## src/rtl/sqe_hb_pkg.sv

```systemverilog
package sqe_hb_pkg;

  typedef enum logic [1:0] {
    HB_IDLE  = 2'd0,
    HB_WAIT  = 2'd1,
    HB_PULSE = 2'd2
  } hbState_t;

  // Strobes from control to datapath
  typedef struct packed {
    logic cntClr;
    logic cntInc;
  } hbCtrl_t;

  // Status from datapath to control
  typedef struct packed {
    logic fall;
    logic qualOk;
    logic txHigh;
    logic delayDone;
    logic pulseDone;
  } hbStat_t;

endpackage

```

## src/rtl/sqe_hb_datapath.sv

```systemverilog
module sqe_hb_datapath
  import sqe_hb_pkg::*;
#(
  parameter int DELAY_CYC = 80,
  parameter int PULSE_CYC = 100
) (
  input  logic    clk,
  input  logic    rst,
  input  logic    txEn,
  input  logic    repMode,
  input  logic    fullDup,
  input  logic    linkOk,
  input  logic    inhibit,
  input  hbCtrl_t ctrl,
  output hbStat_t stat
);

  localparam int MAX_CYC = (DELAY_CYC > PULSE_CYC) ? DELAY_CYC : PULSE_CYC;
  localparam int CNT_W   = $clog2(MAX_CYC + 1);

  logic             txPrev;
  logic [CNT_W-1:0] cnt;

  always_ff @(posedge clk) begin
    if (rst) txPrev <= 1'b0;
    else     txPrev <= txEn;
  end

  always_ff @(posedge clk) begin
    if (rst)              cnt <= '0;
    else if (ctrl.cntClr) cnt <= '0;
    else if (ctrl.cntInc) cnt <= cnt + 1'b1;
  end

  always_comb begin
    stat.fall      = txPrev & ~txEn;
    stat.qualOk    = ~repMode & ~fullDup & linkOk & ~inhibit;
    stat.txHigh    = txEn;
    stat.delayDone = (cnt == CNT_W'(DELAY_CYC - 1));
    stat.pulseDone = (cnt == CNT_W'(PULSE_CYC - 1));
  end


  no_overflow_chk: assert property (@(posedge clk) disable iff (rst)
    cnt <= CNT_W'(MAX_CYC - 1));

endmodule

```

## src/rtl/sqe_hb_control.sv

```systemverilog
module sqe_hb_control
  import sqe_hb_pkg::*;
(
  input  logic    clk,
  input  logic    rst,
  input  hbStat_t stat,
  output hbCtrl_t ctrl,
  output logic    colSqe
);

  hbState_t state, stateNxt;

  always_comb begin
    stateNxt    = state;
    ctrl.cntClr = 1'b0;
    ctrl.cntInc = 1'b0;
    case (state)
      HB_IDLE: begin
        if (stat.fall && stat.qualOk) begin
          stateNxt    = HB_WAIT;
          ctrl.cntClr = 1'b1;
        end
      end
      HB_WAIT: begin
        if (!stat.qualOk || stat.txHigh) begin
          stateNxt    = HB_IDLE;
          ctrl.cntClr = 1'b1;
        end else if (stat.delayDone) begin
          stateNxt    = HB_PULSE;
          ctrl.cntClr = 1'b1;
        end else begin
          ctrl.cntInc = 1'b1;
        end
      end
      HB_PULSE: begin
        if (!stat.qualOk || stat.pulseDone) begin
          stateNxt    = HB_IDLE;
          ctrl.cntClr = 1'b1;
        end else begin
          ctrl.cntInc = 1'b1;
        end
      end
      default: begin
        stateNxt    = HB_IDLE;
        ctrl.cntClr = 1'b1;
      end
    endcase
  end

  always_ff @(posedge clk) begin
    if (rst) state <= HB_IDLE;
    else     state <= stateNxt;
  end

  assign colSqe = (state == HB_PULSE);


  wait_abort_chk: assert property (@(posedge clk) disable iff (rst)
    (state == HB_WAIT && stat.txHigh) |=> (state == HB_IDLE));


  qual_loss_chk: assert property (@(posedge clk) disable iff (rst)
    (state != HB_IDLE && !stat.qualOk) |=> !colSqe);


  pulse_entry_chk: assert property (@(posedge clk) disable iff (rst)
    $rose(colSqe) |-> ($past(state) == HB_WAIT && $past(stat.delayDone)));


  single_pulse_chk: assert property (@(posedge clk) disable iff (rst)
    $fell(colSqe) |=> !colSqe);

endmodule

```

## src/rtl/sqe_heartbeat.sv

```systemverilog
module sqe_heartbeat
  import sqe_hb_pkg::*;
#(
  parameter int CLKS_PER_BIT = 10,
  parameter int DELAY_BITS   = 8,
  parameter int PULSE_BITS   = 10
) (
  input  logic clk,
  input  logic rst,
  input  logic tx_en,
  input  logic repeater_mode,
  input  logic full_duplex,
  input  logic link_ok,
  input  logic sqe_inhibit,
  output logic col_sqe
);

  localparam int DELAY_CYC = DELAY_BITS * CLKS_PER_BIT;
  localparam int PULSE_CYC = PULSE_BITS * CLKS_PER_BIT;

  hbCtrl_t ctrl;
  hbStat_t stat;

  sqe_hb_datapath #(
    .DELAY_CYC(DELAY_CYC),
    .PULSE_CYC(PULSE_CYC)
  ) u_dp (
    .clk    (clk),
    .rst    (rst),
    .txEn   (tx_en),
    .repMode(repeater_mode),
    .fullDup(full_duplex),
    .linkOk (link_ok),
    .inhibit(sqe_inhibit),
    .ctrl   (ctrl),
    .stat   (stat)
  );

  sqe_hb_control u_ctl (
    .clk   (clk),
    .rst   (rst),
    .stat  (stat),
    .ctrl  (ctrl),
    .colSqe(col_sqe)
  );


  reset_quiet_chk: assert property (@(posedge clk)
    rst |=> !col_sqe);

endmodule

```

## config.mk

```make
export PLATFORM = sky130hd
export DESIGN_NAME = sqe_heartbeat
export DESIGN_NICKNAME = d
export VERILOG_FILES = /design/src/rtl/sqe_hb_pkg.sv /design/src/rtl/sqe_hb_datapath.sv /design/src/rtl/sqe_hb_control.sv /design/src/rtl/sqe_heartbeat.sv
export SDC_FILE = /design/constraint.sdc
export NUM_CORES = 1
export LEC_CHECK = 0
export ABC_CLOCK_PERIOD_IN_PS = 2780
export BUFFER_PORTS_ARGS = -buffer_cell sky130_fd_sc_hd__buf_4
export CELL_PAD_IN_SITES_DETAIL_PLACEMENT = 0
export CELL_PAD_IN_SITES_GLOBAL_PLACEMENT = 1
export CORE_MARGIN = 3
export CORE_UTILIZATION = 40
export CTS_CLUSTER_DIAMETER = 30
export DETAILED_ROUTE_END_ITERATION = 6
export PLACE_DENSITY_LB_ADDON = 0.1
export SLEW_MARGIN = 10
export SYNTH_ARGS = -nofsm -noshare
export SYNTH_HDL_FRONTEND = slang
export SYNTH_SLANG_ARGS = --single-unit
```

## constraint.sdc

```tcl
create_clock -name clk -period 2.78 [get_ports clk]
set_clock_uncertainty 0.15 [all_clocks]
set_input_delay 0.556 -clock clk [delete_from_list [all_inputs] [get_ports clk]]
set_output_delay 0.556 -clock clk [all_outputs]
set_load 0.02 [all_outputs]
```

==> key figures, run 1 <==
Run status
  • Status: completed

Synth
  • Mapped cell area: 610.6 um^2
  • Netlist cell types: 26
  • Post-Synth XOR/XNOR Area: 0.05738
  • Post-Synth Adder-Cell Area: 0.1025
  • Synth top area share: 0.3279
  • Synth top cells by count: dfxtp_1 (10), nand2_1 (7), nor2_1 (7)
  • Sequential area share after synthesis: 0.3279
  • Compound-Gate Fraction of Synth Area: 0.2131
  • Net count after synthesis: 81
  • Primary FF master, synth: dfxtp_1
  • Post-synthesis mux area share: 0
  • EDFF count, synth: 0
  • Yosys warns: 0
  • Post-synth top area cell: dfxtp_1
  • Area contributors post-synth: dfxtp_1 (33%), ha_1 (10%), nand2_1 (4.3%)
  • Syn Inst Count: 69
  • Post-synthesis simple-gate area fraction: 0.2807
  • Cell with the most instances after synthesis: dfxtp_1
  • Flops & latches, synth: 10
  • Syn avg cell area: 8.849 um^2
  • Largest family of logic cells by synthesized area: simple AND/OR/NAND/NOR gates
  • Async SR Flop Fraction: 0

Setup path
  • Req. time, crit path: 2820 ps
  • Family with the most delay on the worst path: simple AND/OR/NAND/NOR gates
  • Slowest cell on crit path: or4_1
  • Arr. time, crit path: 2200 ps
  • CP Capture Type: flop
  • Sum of buffers and inverters on the critical path: 1
  • CP Cell Sequence: buf_4, nor4b_4, o211ai_2, a21o_1, or4_1, a21oi_1
  • Crit Path Max Fanout: 6
  • Critical setup path kind: in2reg
  • CP startpoint kind: input pin
  • Crit path largest cell delay: 510 ps

Clocking
  • Worst-Skew Late Latency: 260 ps
  • Clock transition at path regs: 70 ps
  • H-tree depth: 1
  • Cts-stage hold buffer count: 0
  • Post-CTS sizing: 0
  • Post-CTS Repair Setup Buffers: 0
  • Total CTS buffers: 3
  • Clock Tree Buf Depth: 2
  • Root Buffer: clkbuf_4
  • CTS tree: built
  • Clk sinks: 10

Flow run
  • Max Cap Viol: 0

STA
  • RSZ-0062 raised after global routing: no
  • Slew Limit Fails: 0
  • Relative slew slack: 0.7828
  • Highest clock rate: 462.1 MHz
  • Worst hold slack: 322.0 ps
  • Worst Tran Pin Value: 324.5 ps
  • Post-route setup slack: 616.1 ps
  • Endpoints failing hold: 0
  • Fin crit period: 2164 ps
  • Post-Route Setup TNS: 0 ps
  • Period utilisation layout: 0.7784
  • Final setup violation count: 0

Placed design
  • Placed Area: 681.9 um^2
  • Place WS: 348.3 ps
  • DP Wirelength: 918.2 um
  • Final Wtd Congestion: 0.7909
  • Port-buffer cells: 7

Global route
  • Vias in the first global route: 508
  • First-pass GRT wire length: 2228 um
  • Initial antenna violation count: 0
  • Largest net degree at the start of global routing: 8
  • Gr usage total: 0.1528
  • Global route total overflow: 0

Floorplanning
  • I/O pin count: 8
  • Die Height: 45.07 um
  • Die X: 45.07 um
  • Area of the core: 1366 um^2
  • Initial core utilization: 0.4469
  • Cell Rows: 13
  • Die area: 2031 um^2

Final layout
  • Area Overhead vs Synth: 15.37%
  • Fillers: 131
  • ANT cells: 0
  • Share of cells above drive strength 1: 0.1646
  • Design Area, Final: 704.4 um^2
  • Final net count: 93

Drt
  • Vias: 526
  • Post-DRT Antenna Nets: 0
  • Routed WL: 1237 um
  • Residual DRC: 0
  • Initial DRC Count: 11
  • Via density: 5.596
  • DR pass1 iterations: 4
  • WL per Instance: 13.16 um

Pwr
  • Final Power: 0.0002593 W
  • VDD IR max: 0.2362 mV
  • Power per cell area: 368.0 nW/um^2
  • Leakage: 0.2555 nW

Min path
  • Hold/Removal Path Class: in2reg
## path summary, 6_finish.rpt
| path | end | from | slack (ps) | cells after the start |
|---|---|---|---|---|
| worst min-delay path | u_ctl.state[1]$_SDFFE_PP0P_ | rst | 320 | 2 |
| worst max-delay path | u_dp.cnt[5]$_SDFFE_PP0P_ | full_duplex | 620 | 6 |
| worst min register to register | u_dp.cnt[1]$_SDFFE_PP0P_ | u_dp.cnt[1]$_SDFFE_PP0P_ | 330 | 2 |
| worst max register to register | u_dp.cnt[5]$_SDFFE_PP0P_ | u_ctl.state[1]$_SDFFE_PP0P_ | 670 | 7 |
## per-layer routing
layer	wire (um)	GRT usage
met1	629	0.2010
met2	512	0.2034
met3	84	0.05976
met4	10	0.09942
met5	0	0
## layout make-up
cell class                 instances  area, um^2  area share
clock buffer                       3       22.52     0.03197
sequential                        10       200.2      0.2842
tap                               15       18.77     0.02664
multi-input combinational         56       399.1      0.5666
timing repair buffer               7       52.55     0.07460
inverter                           3       11.26     0.01599
## logic make-up after synthesis
| kind of cell | Yosys count |
|---|---|
| buf+inv | 3 |
| fa+ha+maj | 5 |
| simple gates | 29 |
| xor+xnor | 4 |
| compound gates | 18 |
| flops | 10 |
## registers in the layout, summed over array words and instances, names as in the netlist
register and cells:
u_ctl.state 2, u_dp.cnt 7, u_dp.txPrev 1
## power breakdown
group / switching [W] / internal (W)
clock network: 0.0000483 / 0.0000499
registers: 0.000000715 / 0.000144
logic: 0.00000765 / 0.00000863
total: 0.0000566 / 0.000203
## metrics by stage
step           cells    util
3_3_place_gp      91  0.4991
5_1_grt           94  0.5156
3_5_place_dp      91  0.4991
4_1_cts           94  0.5156
2_1_floorplan     69       -
6_report          94  0.5156
## cell usage in the layout, fill, tap and decap left out, drive strengths merged
cell type / instances
dfxtp: 10
nor2: 7
nand2: 7
buf: 7
a21oi: 5
ha: 5
nand3: 4
inv: 3
o31ai: 3
xnor2: 3
clkbuf: 3
o21ai: 2
nor2b: 2
o211ai: 2
a211oi: 2
or4: 2
or3b: 1
or4b: 1
nand2b: 1
nand4bb: 1
nor4b: 1
a311oi: 1
a21o: 1
xor2: 1
a41oi: 1
nor3: 1
a21boi: 1
or3: 1
## worst reg2reg max path, stage by stage, from the launching register on
cell      delay [ps]
dfxtp_1          330
inv_1             90
ha_1             170
nor2b_1          200
o211ai_2         170
a21o_1           270
or4_1            510
a21oi_1          140
No activity file was read; power rests on OpenSTA's default activity.
==> run 2: changes to the inputs <==
--- a/config.mk
+++ b/config.mk
@@ -5,12 +5,13 @@
 export SDC_FILE = /design/constraint.sdc
 export NUM_CORES = 1
 export LEC_CHECK = 0
-export ABC_CLOCK_PERIOD_IN_PS = 2780
+export ABC_AREA = 1
+export ABC_CLOCK_PERIOD_IN_PS = 1800
 export BUFFER_PORTS_ARGS = -buffer_cell sky130_fd_sc_hd__buf_4
 export CELL_PAD_IN_SITES_DETAIL_PLACEMENT = 0
 export CELL_PAD_IN_SITES_GLOBAL_PLACEMENT = 1
 export CORE_MARGIN = 3
-export CORE_UTILIZATION = 40
+export CORE_UTILIZATION = 35
 export CTS_CLUSTER_DIAMETER = 30
 export DETAILED_ROUTE_END_ITERATION = 6
 export PLACE_DENSITY_LB_ADDON = 0.1
==> constraint.sdc (replaced) <==
create_clock -name clk -period 1.8 [get_ports clk]
set_clock_uncertainty 0.15 [all_clocks]
set_input_delay 0.36 -clock clk [delete_from_list [all_inputs] [get_ports clk]]
set_output_delay 0.36 -clock clk [all_outputs]
set_load 0.02 [all_outputs]
==> run 2 against run 1 <==
  * Final cell count rose by 46%
  * First-iteration DRC count fell by 82%
  * Global-route usage decreased by 2.1 points
  * Utilization is 6.9 points lower
  * Clock power is 120% higher
  * Count of clock-buffer cells in the layout is 1 higher
  * Synthesized area increased by 12%
  * Sequential power grew 58%
  * Sequential share of layout area down 3.3 points
==> key figures, run 2 <==
Final layout
  • Largest registers: u_dp.cnt: 7 flops, u_ctl.state: 2 flops, u_dp.txPrev: 1 flops
  • Commonest non-fill, non-tap cell in the layout: nand2_1
  • Final net count: 125
  • Most frequent cells in the layout: nand2_1 (24), nor2_1 (17), inv_1 (12), nand3_1 (11), dfxtp_1 (10)
  • Area Overhead vs Synth: 16.70%
  • ANT cells: 0
  • Largest register FFs: 7
  • Share of cells above drive strength 1: 0.1875
  • Fillers: 196
  • Biggest register: u_dp.cnt

Floorplanning
  • Area of the core: 1783 um^2
  • Cell Rows: 15
  • Die Height: 50.14 um
  • Die area: 2514 um^2
  • Die X: 50.14 um
  • I/O pin count: 8
  • Initial core utilization: 0.3825

Min path
  • Hold path cells: 2
  • Hold worst-path end: u_dp.txPrev$_SDFF_PP0_
  • Hold/Removal Path Class: in2reg
  • HP Start: rst

Synth
  • Primary FF master, synth: dfxtp_1
  • Synth top cells by count: nand2_1 (24), nor2_1 (17), inv_1 (12)
  • Flops & latches, synth: 10
  • Syn avg cell area: 6.685 um^2
  • Cell with the most instances after synthesis: nand2_1
  • Syn Inst Count: 102
  • Area contributors post-synth: dfxtp_1 (29%), nand2_1 (13%), nor2_1 (9.4%)
  • Synth top area share: 0.2936
  • Post-synth top area cell: dfxtp_1
  • EDFF count, synth: 0
  • Mapped cell area: 681.9 um^2
  • Async SR Flop Fraction: 0
  • Net count after synthesis: 114
  • Sequential area share after synthesis: 0.2936
  • Netlist cell types: 19
  • Yosys warns: 0

STA
  • Worst hold slack: 114.6 ps
  • Fin crit period: 1655 ps
  • Worst Tran Pin Value: 317.8 ps
  • RSZ-0062 raised after global routing: no
  • Relative slew slack: 0.7877
  • Highest clock rate: 604.2 MHz
  • Endpoints failing hold: 0
  • Slew Limit Fails: 0
  • Period utilisation layout: 0.9195
  • Post-Route Setup TNS: 0 ps
  • Final setup violation count: 0

Flow run
  • Max Cap Viol: 0

Clocking
  • CTS tree: built
  • Root Buffer: clkbuf_4
  • Post-CTS Repair Setup Buffers: 0
  • Clock transition at path regs: 80 ps
  • Clock Tree Buf Depth: 2
  • Clk sinks: 10
  • H-tree depth: 1
  • Worst-Skew Late Latency: 280 ps
  • Total CTS buffers: 3

Drt
  • Vias: 636
  • Via density: 4.642
  • Residual DRC: 0
  • Initial DRC Count: 2
  • WL per Instance: 9.978 um
  • Routed WL: 1367 um
  • Post-DRT Antenna Nets: 0
  • DR pass1 iterations: 4

Setup path
  • Req. time, crit path: 1290 ps
  • R2R setup slack: 160 ps
  • Reg-to-reg endpoint: u_dp.cnt[6]$_SDFFE_PP0P_
  • Critical setup path kind: reg2out
  • Crit Path Max Fanout: 4
  • CP startpoint kind: flop
  • Cells on worst reg2reg path: 7
  • Reg2Reg Launch Point: u_ctl.state[0]$_SDFFE_PP0P_
  • CP Capture Type: output pin
  • CP startpoint: u_ctl.state[0]$_SDFFE_PP0P_
  • Arr. time, crit path: 1150 ps

Global route
  • First-pass GRT wire length: 2504 um
  • Gr usage total: 0.1320
  • Met1 Use GR: 0.1745
  • Global route total overflow: 0
  • Initial antenna violation count: 0
  • Met2 Track Usage GR: 0.1870
  • M3 GR Usage: 0.03561
  • GRT busiest layer: met2
  • Largest net degree at the start of global routing: 15
  • Vias in the first global route: 584

Run status
  • Status: completed

Pwr
  • Power per cell area: 674.4 nW/um^2
  • Leakage: 0.3610 nW
  • VDD IR max: 0.3882 mV
  • Final Power: 0.0005367 W

Placed design
  • DP Wirelength: 1065 um
  • Port-buffer cells: 7
  • Final Wtd Congestion: 0.7565
run 2: worst max-delay path by stage:
| stage | to | slack, ps |
|---|---|---|
| after floorplan | u_dp.cnt[6]$_SDFFE_PP0P_ | 290 |
| after global placement | u_dp.cnt[6]$_SDFFE_PP0P_ | 140 |
| after detailed placement | u_dp.cnt[6]$_SDFFE_PP0P_ | 120 |
| after CTS | u_dp.cnt[6]$_SDFFE_PP0P_ | 100 |
| after global routing | u_dp.cnt[4]$_SDFFE_PP0P_ | 20 |
| final | col_sqe | 140 |
run 2: where the power goes:
group          internal, W  switching (W)
registers         0.000226     0.00000353
clock network     0.000123      0.0000944
logic            0.0000376      0.0000523
run 2: logic make-up (layout without fill, tap and decap cells):
group,after synthesis,after routing,share of synthesized area
and+or+nand+nor,65,65,0.4679
DFF,10,10,0.2936
AOI/OAI and AO/OA,8,8,0.05872
buffers and inverters,14,24,0.08806
adders and majority gates,5,5,0.09174
run 2: metrics by stage:
step                      worst slack, ps    util  cells  area, um^2
final                               144.9  0.4463    137       795.8
after global routing                23.17  0.4463    137       795.8
after CTS                           104.9  0.4435    137       790.8
after detailed placement            118.7  0.4232    133       754.5
after global placement              138.4  0.4232    133       754.5
after floorplan                     287.7       -    102       681.9
run 2: what timing repair did:
action                     4_1_cts  5_1_grt
setup endpoints to repair        0        1
gates resized for setup          0        1
hold buffers                     0        0
run 2: per-layer routing:
| metal | vias up | part of all wire |
|---|---|---|
| met5 | - | 0 |
| met4 | 0 | 0.029 |
| met3 | 5 | 0.034 |
| met2 | 9 | 0.44 |
| met1 | 278 | 0.50 |
| li1 | 344 | - |
run 2: area by class of cell:
class                   count  area, um^2  share of cell area
clock buffers               4       36.28             0.04560
multi-input cells          78       426.7              0.5362
repair buffers              7       52.55             0.06604
flip-flops and latches     10       200.2              0.2516
well taps                  25       31.28             0.03931
inverters                  13       48.80             0.06132
run 2: worst max-delay path, stage by stage, from the launching register on:
cell	delay (ps)
dfxtp_1	380
inv_1	80
ha_1	240
buf_4	170
==> run 3: changes to the inputs <==
--- a/config.mk
+++ b/config.mk
@@ -10,7 +10,7 @@
 export BUFFER_PORTS_ARGS = -buffer_cell sky130_fd_sc_hd__buf_4
 export CELL_PAD_IN_SITES_DETAIL_PLACEMENT = 0
 export CELL_PAD_IN_SITES_GLOBAL_PLACEMENT = 1
-export CORE_MARGIN = 3
+export CORE_MARGIN = 4
 export CORE_UTILIZATION = 35
 export CTS_CLUSTER_DIAMETER = 30
 export DETAILED_ROUTE_END_ITERATION = 6
==> run 3 against run 2 <==
  * Count of clock-buffer cells in the layout is the same
  * Final area shrank 0.31%
  * Global-route usage shrank 1.5 points
  * Non-clock buffer count is the same
  * Setup slack gained 0.73 ps
==> key figures, run 3 (synthesis results as in run 2) <==
Run status
  • Status: completed

Final layout
  • Fillers: 194
  • Most frequent cells in the layout: nand2_1 (24), nor2_1 (17), inv_1 (12), nand3_1 (11), dfxtp_1 (10)
  • Share of cells above drive strength 1: 0.1875
  • Largest register FFs: 7
  • Final net count: 125
  • Commonest non-fill, non-tap cell in the layout: nand2_1
  • Area Overhead vs Synth: 16.33%
  • Final Core Density: 0.4449
  • Largest registers: u_dp.cnt: 7 flops, u_ctl.state: 2 flops, u_dp.txPrev: 1 flops
  • Biggest register: u_dp.cnt
  • ANT cells: 0

Global route
  • First-pass GRT wire length: 2304 um
  • Largest net degree at the start of global routing: 15
  • Gr usage total: 0.1170
  • Initial antenna violation count: 0
  • Vias in the first global route: 531
  • Global route total overflow: 0

Drt
  • WL per Instance: 9.547 um
  • Vias: 621
  • Via density: 4.533
  • Residual DRC: 0
  • Routed WL: 1308 um
  • Initial DRC Count: 8
  • Post-DRT Antenna Nets: 0
  • DR pass1 iterations: 4

Clocking
  • Clk sinks: 10
  • Post-CTS sizing: 0
  • H-tree depth: 1
  • Clock transition at path regs: 70 ps
  • Cts-stage hold buffer count: 0
  • Post-CTS Repair Setup Buffers: 0
  • Worst-Skew Late Latency: 270 ps
  • Total CTS buffers: 3
  • Clock Tree Buf Depth: 2
  • Root Buffer: clkbuf_4
  • CTS tree: built

STA
  • Final setup violation count: 0
  • Fin crit period: 1654 ps
  • Endpoints failing hold: 0
  • Worst hold slack: 126.2 ps
  • Slew Limit Fails: 0
  • RSZ-0062 raised after global routing: no
  • Post-route setup slack: 145.6 ps
  • Period utilisation layout: 0.9191
  • Highest clock rate: 604.4 MHz
  • Post-Route Setup TNS: 0 ps
  • Relative slew slack: 0.8016
  • Worst Tran Pin Value: 297.0 ps

Setup path
  • CP startpoint kind: flop
  • Critical setup path kind: reg2out
  • Crit Path Max Fanout: 4
  • CP Capture Type: output pin
  • Req. time, crit path: 1290 ps
  • Arr. time, crit path: 1140 ps

Floorplanning
  • Die area: 2719 um^2
  • I/O pin count: 8
  • Area of the core: 1783 um^2
  • Initial core utilization: 0.3825
  • Die Height: 52.14 um
  • Die X: 52.14 um
  • Cell Rows: 15

Pwr
  • Sequential Power Share: 0.432
  • Final Power: 0.0005303 W
  • Leakage: 0.3600 nW
  • Int Pwr: 0.0003876 W
  • Net Sw Frac: 0.2690
  • Clk pwr share: 0.397
  • VDD IR max: 0.3300 mV
  • Power per cell area: 668.4 nW/um^2
  • Switch Pwr: 0.0001426 W
  • Gate power share: 0.171

Placed design
  • Place WS: 159.1 ps
  • Final Wtd Congestion: 0.7629
  • Port-buffer cells: 7
  • DP Wirelength: 1051 um

Flow run
  • Max Cap Viol: 0

Min path
  • Hold/Removal Path Class: in2reg
==> run 3: cell counts in the layout (fill, tap and decap cells not counted) <==
No cell type changed its count.
==> run 3: path summary, 6_finish.rpt <==
path | startpoint | endpoint | slack [ps] | cells after the start
hold reg to reg | u_ctl.state[0]$_SDFFE_PP0P_ | u_ctl.state[0]$_SDFFE_PP0P_ | 360 | 2
hold / removal | rst | u_dp.txPrev$_SDFF_PP0_ | 130 | 2
setup reg to reg | u_ctl.state[0]$_SDFFE_PP0P_ | u_dp.cnt[6]$_SDFFE_PP0P_ | 190 | 7
setup / recovery | u_ctl.state[0]$_SDFFE_PP0P_ | col_sqe | 150 | 3
==> run 3: cell type report <==
class | count | area, um^2 | share of cell area
clock buffer | 4 | 36.28 | 0.04574
sequential | 10 | 200.2 | 0.2524
tap | 25 | 31.28 | 0.03943
multi-input combinational | 78 | 424.2 | 0.5347
inverter | 13 | 48.80 | 0.06151
timing repair buffer | 7 | 52.55 | 0.06625
==> run 3: power by group through the flow <==
stage,logic (W),registers (W),clock network [W]
detailed placement,0.0000899,0.000234,0
finish,0.0000908,0.000229,0.000210
global route,0.000105,0.000230,0.000231
global placement,0.0000897,0.000234,0
CTS,0.0000903,0.000229,0.000221
floorplan,0.0000631,0.000234,0
==> run 3: through the flow <==
| stage | cell area [um^2] | std cells |
|---|---|---|
| after global placement | 754.5 | 133 |
| after global routing | 793.3 | 137 |
| final | 793.3 | 137 |
| after CTS | 790.8 | 137 |
| after detailed placement | 754.5 | 133 |
| after floorplan | 681.9 | 102 |
==> run 3: critical path: stages, from the launching register on <==
cell and delay [ps]:
dfxtp_1 380, inv_1 80, ha_1 240, buf_4 170
==> run 3: layer usage <==
layer	part of all wire	global-route usage
met3	0.037	0.03438
met4	0.0076	0.06383
met1	0.53	0.1655
met5	0	0
met2	0.43	0.1548
